`src/rtl/cbuf_agu_pkg.sv`:
```
package cbuf_agu_pkg;
   typedef enum logic [1:0] {
      AM_IMM  = 2'd0,
      AM_PRE  = 2'd1,
      AM_POST = 2'd2,
      AM_RSVD = 2'd3
   } am_mode_e;

   typedef enum logic [1:0] {
      SZ_ONE  = 2'd0,
      SZ_TWO  = 2'd1,
      SZ_FOUR = 2'd2,
      SZ_RSVD = 2'd3
   } acc_size_e;

   typedef enum logic [1:0] {
      FLD_PTR  = 2'd0,
      FLD_BASE = 2'd1,
      FLD_LEN  = 2'd2,
      FLD_STEP = 2'd3
   } fld_e;
endpackage

```
`src/rtl/cbuf_ctx_regs.sv`:
```
module cbuf_ctx_regs
   import cbuf_agu_pkg::*;
#(
   parameter int AW      = 32,
   parameter int NUM_CTX = 4,
   localparam int CW     = $clog2(NUM_CTX)
) (
   input  logic          clk,
   input  logic          rst_n,
   input  logic          wr_en,
   input  logic [CW-1:0] wr_ctx,
   input  logic [1:0]    wr_fld,
   input  logic [AW-1:0] wr_data,
   input  logic          upd_en,
   input  logic [CW-1:0] upd_ctx,
   input  logic [AW-1:0] upd_ptr,
   input  logic [CW-1:0] rd_ctx,
   output logic [AW-1:0] rd_ptr,
   output logic [AW-1:0] rd_base,
   output logic [AW-1:0] rd_len,
   output logic [AW-1:0] rd_step
);
   logic [AW-1:0] ptr_q  [NUM_CTX];
   logic [AW-1:0] base_q [NUM_CTX];
   logic [AW-1:0] len_q  [NUM_CTX];
   logic [AW-1:0] step_q [NUM_CTX];

   fld_e fld;
   assign fld = fld_e'(wr_fld);

   always_ff @(posedge clk or negedge rst_n) begin
      if (!rst_n) begin
         for (int i = 0; i < NUM_CTX; i++) begin
            ptr_q[i]  <= '0;
            base_q[i] <= '0;
            len_q[i]  <= '0;
            step_q[i] <= '0;
         end
      end else begin
         for (int i = 0; i < NUM_CTX; i++) begin
            if (wr_en && wr_ctx == CW'(i) && fld == FLD_PTR)
               ptr_q[i] <= wr_data;
            else if (upd_en && upd_ctx == CW'(i))
               ptr_q[i] <= upd_ptr;
            if (wr_en && wr_ctx == CW'(i) && fld == FLD_BASE) base_q[i] <= wr_data;
            if (wr_en && wr_ctx == CW'(i) && fld == FLD_LEN)  len_q[i]  <= wr_data;
            if (wr_en && wr_ctx == CW'(i) && fld == FLD_STEP) step_q[i] <= wr_data;
         end
      end
   end

   assign rd_ptr  = ptr_q[rd_ctx];
   assign rd_base = base_q[rd_ctx];
   assign rd_len  = len_q[rd_ctx];
   assign rd_step = step_q[rd_ctx];
endmodule

```
`src/rtl/cbuf_mod_step.sv`:
```
module cbuf_mod_step #(
   parameter int AW = 32,
   localparam int EW = AW + 2
) (
   input  logic [AW-1:0] ptr,
   input  logic [AW-1:0] base,
   input  logic [AW-1:0] len,
   input  logic [AW-1:0] step,
   output logic [AW-1:0] nxt
);
   logic signed [EW-1:0] sum_e, base_e, end_e;
   logic                 over, under;
   logic [AW-1:0]        sum_w;

   always_comb begin
      sum_e  = $signed({2'b00, ptr}) + $signed({{2{step[AW-1]}}, step});
      base_e = $signed({2'b00, base});
      end_e  = base_e + $signed({2'b00, len});
      over   = (len != '0) && (sum_e >= end_e);
      under  = (len != '0) && (sum_e < base_e);
      sum_w  = ptr + step;
      if (over)       nxt = sum_w - len;
      else if (under) nxt = sum_w + len;
      else            nxt = sum_w;
   end
endmodule

```
`src/rtl/cbuf_rev_step.sv`:
```
module cbuf_rev_step #(
   parameter int AW = 32,
   parameter int RB = 8
) (
   input  logic [AW-1:0] ptr,
   input  logic [AW-1:0] base,
   input  logic [RB-1:0] step_lo,
   output logic [AW-1:0] nxt
);
   function automatic logic [RB-1:0] flip(input logic [RB-1:0] v);
      logic [RB-1:0] r;
      for (int i = 0; i < RB; i++) r[i] = v[RB-1-i];
      return r;
   endfunction

   logic [AW-1:0] off, off_n;
   logic [RB-1:0] rsum;

   always_comb begin
      off   = ptr - base;
      rsum  = flip(off[RB-1:0]) + flip(step_lo);
      off_n = {off[AW-1:RB], flip(rsum)};
      nxt   = base + off_n;
   end
endmodule

```
`src/rtl/cbuf_agu.sv`:
```
module cbuf_agu
   import cbuf_agu_pkg::*;
#(
   parameter int AW       = 32,
   parameter int NUM_CTX  = 4,
   parameter int REV_BITS = 8,
   localparam int CW      = $clog2(NUM_CTX)
) (
   input  logic          clk,
   input  logic          rst_n,
   input  logic          cfg_we,
   input  logic [CW-1:0] cfg_ctx,
   input  logic [1:0]    cfg_fld,
   input  logic [AW-1:0] cfg_wdata,
   input  logic          req_valid,
   input  logic [CW-1:0] req_ctx,
   input  logic [1:0]    req_mode,
   input  logic [1:0]    req_size,
   input  logic          req_brev,
   input  logic [AW-1:0] req_imm,
   output logic          rsp_valid,
   output logic [AW-1:0] rsp_addr,
   output logic [AW-1:0] rsp_ptr,
   output logic          rsp_err
);
   if (AW < 4) begin : g_bad_aw
      $error("cbuf_agu: AW must be at least 4");
   end
   if (NUM_CTX < 2 || (1 << CW) != NUM_CTX) begin : g_bad_ctx
      $error("cbuf_agu: NUM_CTX must be a power of two >= 2");
   end
   if (REV_BITS < 0 || REV_BITS >= AW) begin : g_bad_rb
      $error("cbuf_agu: REV_BITS must be in [0, AW)");
   end

   am_mode_e  mode;
   acc_size_e size;
   assign mode = am_mode_e'(req_mode);
   assign size = acc_size_e'(req_size);

   logic [AW-1:0] cur_ptr, cur_base, cur_len, cur_step;
   logic [AW-1:0] mod_nxt, upd_nxt, eff_addr, out_ptr;
   logic          err, do_upd;

   cbuf_ctx_regs #(.AW(AW), .NUM_CTX(NUM_CTX)) u_regs (
      .clk     (clk),
      .rst_n   (rst_n),
      .wr_en   (cfg_we),
      .wr_ctx  (cfg_ctx),
      .wr_fld  (cfg_fld),
      .wr_data (cfg_wdata),
      .upd_en  (do_upd),
      .upd_ctx (req_ctx),
      .upd_ptr (upd_nxt),
      .rd_ctx  (req_ctx),
      .rd_ptr  (cur_ptr),
      .rd_base (cur_base),
      .rd_len  (cur_len),
      .rd_step (cur_step)
   );

   cbuf_mod_step #(.AW(AW)) u_mod (
      .ptr  (cur_ptr),
      .base (cur_base),
      .len  (cur_len),
      .step (cur_step),
      .nxt  (mod_nxt)
   );

   if (REV_BITS > 0) begin : g_rev
      logic [AW-1:0] rev_nxt;
      cbuf_rev_step #(.AW(AW), .RB(REV_BITS)) u_rev (
         .ptr     (cur_ptr),
         .base    (cur_base),
         .step_lo (cur_step[REV_BITS-1:0]),
         .nxt     (rev_nxt)
      );
      assign upd_nxt = req_brev ? rev_nxt : mod_nxt;
   end else begin : g_norev
      assign upd_nxt = mod_nxt;
   end

   always_comb begin
      unique case (mode)
         AM_IMM:  eff_addr = cur_ptr + req_imm;
         AM_PRE:  eff_addr = upd_nxt;
         default: eff_addr = cur_ptr;
      endcase
      unique case (size)
         SZ_ONE:  err = 1'b0;
         SZ_TWO:  err = eff_addr[0];
         SZ_FOUR: err = |eff_addr[1:0];
         default: err = 1'b1;
      endcase
      if (mode == AM_RSVD) err = 1'b1;
      do_upd  = req_valid && !err && (mode == AM_PRE || mode == AM_POST);
      out_ptr = do_upd ? upd_nxt : cur_ptr;
   end

   always_ff @(posedge clk or negedge rst_n) begin
      if (!rst_n) begin
         rsp_valid <= 1'b0;
         rsp_err   <= 1'b0;
         rsp_addr  <= '0;
         rsp_ptr   <= '0;
      end else begin
         rsp_valid <= req_valid;
         rsp_err   <= req_valid && err;
         if (req_valid) begin
            rsp_addr <= eff_addr;
            rsp_ptr  <= out_ptr;
         end
      end
   end
endmodule

```
`config.mk`:
```
export PLATFORM = sky130hd
export DESIGN_NAME = cbuf_agu
export DESIGN_NICKNAME = d
export VERILOG_FILES = /design/src/rtl/cbuf_agu_pkg.sv /design/src/rtl/cbuf_ctx_regs.sv /design/src/rtl/cbuf_mod_step.sv /design/src/rtl/cbuf_rev_step.sv /design/src/rtl/cbuf_agu.sv
export SDC_FILE = /design/constraint.sdc
export NUM_CORES = 2
export LEC_CHECK = 0
export ABC_AREA = 1
export BUFFER_PORTS_ARGS = -buffer_cell sky130_fd_sc_hd__buf_2
export CORE_ASPECT_RATIO = 1.4
export CORE_MARGIN = 10
export CORE_UTILIZATION = 40
export CTS_BUF_LIST = sky130_fd_sc_hd__clkbuf_8
export CTS_CLUSTER_SIZE = 40
export DETAILED_ROUTE_END_ITERATION = 10
export SYNTH_ARGS = -nofsm -noshare
export SYNTH_HDL_FRONTEND = slang
export SYNTH_SLANG_ARGS = --single-unit
```
`constraint.sdc`:
```
create_clock -name clk -period 8.2 [get_ports clk]
set_input_delay 2.05 -clock clk [delete_from_list [all_inputs] [get_ports clk]]
set_output_delay 2.05 -clock clk [all_outputs]
set_load 0.02 [all_outputs]
```
==> results.py <==
metrics = {
    "logic_synthesis": {
        "synth_edf_count": 0,
        "ys_ff_latch": 578,
        "yosysSeqAreaShare_pct": 36.8,
        "synth.distinct_cells": 56,
        "avgSynthCellArea_um2": 7.50,
        "syn_area_mm2": 0.0394,
        "syn_inst": 5247,
        "synthArstFlopShare_pct": 100,
        "syn_nets": 5627,
        "yosys_warnings": 0,
        "synth_ff_type": "dfrtp_1",
    },
    "floorplanning": {
        "die_w_um": 285,
        "dieArea_mm2": 0.112,
        "die_y_um": 391,
        "initial_core_util_pct": 40.2,
        "rows": 136,
        "core-area_mm2": 0.0980,
        "io_pins": 145,
    },
    "run": {
        "maxCapViolCount": 0,
    },
    "critical_path": {
        "end_kind": "register",
        "crit_path_top_delay_cell": "ha_1",
        "critical_path.max_stage_delay_ps": 290,
        "crit_top_cell": "nand2_1",
        "required_ps": 8850,
        "worstSetupPathType": "in -> reg",
        "startpoint_type": "primary input",
        "ff2ff_setup_slack_ps": 1700,
        "worst-path-buf-inv": 16,
        "crit_arrival_ps": 8550,
        "critPathMaxFanout": 18,
        "path_delay_family": "buffers and inverters",
    },
    "finish": {
        "fin_area_mm2": 0.0489,
        "nFillCells": 9674,
        "drive_above_1_share_pct": 19.5,
        "nets": 6319,
        "area_growth_pct": 24.3,
    },
    "cts": {
        "clockBufferDepth": 3,
        "clkSlewWorstSetupHoldPaths_ps": 60,
        "cts_made_buffers": 88,
        "h-tree-depth": 3,
        "cts_tree": "done",
        "root_buffer": "clkbuf_8",
        "clkSinkCount": 578,
        "holdBufCountCts": 0,
        "clkLatencyLatePin_ps": 800,
    },
    "routing": {
        "drt_iter0_markers": 3727,
        "drc": 0,
        "vias": 40100,
        "drt-total-wl_um": 154000,
        "viasPerCell": 5.47,
        "wl_per_cell_um": 21.0,
        "first_pass_iters": 5,
        "drtAntennaViolNets": 0,
    },
    "timing": {
        "tightest_slew_ps": 1040,
        "fin_crit_ps": 7910,
        "setup_violations": 0,
        "clock_skew_ps": 44.2,
        "period_share_pct": 96.4,
        "fmax_ghz": 0.126,
        "finalSetupTns_ps": 0,
        "fin_ws_ps": 293,
        "slew-limit-headroom_pct": 30.7,
        "maxSlewViolCount": 0,
        "hold_violations": 0,
    },
    "outcome": {
        "outcome": "completed",
    },
    "global_route": {
        "grt_max_degree": 168,
        "overflow": 0,
        "grt_use_total_pct": 26.7,
        "grt_pass1_wl_um": 230000,
        "antenna_found_initial": 27,
        "grt_pass1_vias": 38700,
    },
    "power_and_ir_drop": {
        "irDropWorstVdd_v": 0.000229,
        "p_per_area_mw_per_mm2": 469,
        "p_leak_uw": 0.0253,
    },
    "placement": {
        "preCtsSetupSlack_ps": -934,
        "place_congestion": 0.991,
        "portBuffers": 144,
        "hpwl_um": 118000,
        "placed_cell_area_mm2": 0.0464,
    },
    "min_path": {
        "min_path_type": "reg -> reg",
    },
}
[area by class of cell]
type	instances	area (um^2)	area share (%)
clock inverters	57	460	0.941
repair buffers	892	6780	13.9
clock buffers	102	1400	2.87
flip-flops and latches	578	14500	29.6
well taps	1311	1640	3.35
inverters	429	1620	3.31
multi-input cells	3950	22500	46.0
diodes	16	40.0	0.0818
[per-layer routing]
metal  track usage [%]  part of all wire, %  up-vias
met3              3.48                  5.8      384
li1                  -                    -    19100
met2              46.2                   49     1505
met4              15.5                  6.1        8
met5                 0                0.025        -
met1              31.3                   39    19100
[cells in the final DEF, fill, tap and decap left out, types with 20 or more instances in the layout]
master and instances:
a21oi_1 333, o211ai_1 46, clkbuf_8 102, dfrtp_1 578, o21ai_0 623, nand2_2 30
a22oi_1 180, nor2_1 200, a31oi_1 39, nand3_1 296, xnor2_1 51, buf_2 141
buf_4 707, nor3_1 29, nand4_1 28, and2_1 29, a221oi_1 20, ha_1 288
buf_12 24, xor2_1 111, inv_1 449, nand2_1 1404
[path summary, 6_finish.rpt]
path                                               startpoint                        endpoint  cells after the start
worst max-delay path                               req_ctx[0]    u_regs.ptr_q[41]$_DFFE_PN0P_                     47
worst min-delay path            u_regs.base_q[64]$_DFFE_PN0P_   u_regs.base_q[64]$_DFFE_PN0P_                      2
worst max register to register   u_regs.ptr_q[96]$_DFFE_PN0P_    u_regs.ptr_q[41]$_DFFE_PN0P_                     49
worst min register to register  u_regs.base_q[64]$_DFFE_PN0P_   u_regs.base_q[64]$_DFFE_PN0P_                      2
max in group asynchronous                               rst_n  u_regs.base_q[107]$_DFFE_PN0P_                      2
min in group asynchronous                               rst_n   u_regs.ptr_q[121]$_DFFE_PN0P_                      1
[power breakdown]
group	total [uW]	leakage [uW]	internal [uW]	switching, uW
logic	16200	0.0169	6880	9330
clock network	2590	0.00108	1360	1220
registers	4160	0.00726	3680	479
total	23000	0.0253	11900	11000
[cell usage after synthesis, types with 9 or more instances]
cell         n  area, um^2
a21boi_0    15         113
a21o_1      15         113
a21oi_1    344        1720
a221oi_1    25         219
a22o_1      16         140
a22oi_1    182        1370
a31oi_1     42         263
and2_1      34         213
buf_1       24        90.1
buf_2       25         125
buf_6       14         158
clkbuf_1   220         826
dfrtp_1    578       14500
ha_1       293        3670
inv_1      421        1580
nand2_1   1427        5360
nand2_2     10        62.6
nand3_1    308        1540
nand4_1     28         175
nor2_1     208         781
nor3_1      30         150
o211ai_1    46         345
o21a_1      12        90.1
o21ai_0    641        3210
o21bai_1    18         135
o221ai_1     9        78.8
or2_2       13        81.3
xnor2_1     53         464
xor2_1     111         972
[worst min-delay path, cell delays in order, from the launching register on]
cell     delay, ps
dfrtp_1        340
nand2_1         50
o21ai_0         60
[per-stage QoR]
| stage | instances | hold WS (ps) | util, % | power, uW |
|---|---|---|---|---|
| floorplan | 5247 | 453 | - | 13100 |
| global placement | 7144 | 463 | 47.4 | 19600 |
| detailed placement | 7144 | 471 | 47.4 | 19800 |
| global route | 7333 | 502 | 49.9 | 24900 |
| finish | 7335 | 484 | 49.9 | 23000 |
| CTS | 7303 | 487 | 49.3 | 22500 |
[state kept, by name, summed over array words and instances, names as in the netlist]
name	flops
rsp_addr	32
rsp_err	1
rsp_ptr	32
u_regs.step_q	128
u_regs.base_q	128
rsp_valid	1
u_regs.len_q	128
u_regs.ptr_q	128
[cells by family (layout without fill, tap and decap cells)]
| logic type | Yosys count | after routing | share of synthesized area, % |
|---|---|---|---|
| adder cells (fa/ha/maj) | 301 | 301 | 9.72 |
| AO/OA/AOI/OAI | 1402 | 1402 | 20.7 |
| other | 0 | 16 | 0 |
| flip-flops | 578 | 578 | 36.8 |
| AND/OR/NAND/NOR | 2082 | 2082 | 21.9 |
| multiplexers | 1 | 1 | 0.0254 |
| buffers and inverters | 719 | 1480 | 7.27 |
| XOR/XNOR | 164 | 164 | 3.65 |
[what timing repair did]
| action | CTS | global route |
|---|---|---|
| pin swaps | 0 | 27 |
| setup endpoints to repair | 157 | 191 |
| setup buffers | 0 | 12 |
| gates resized for setup | 6 | 112 |
| cloned | 0 | 4 |
Note: power is estimated with default switching activity, not from simulation.
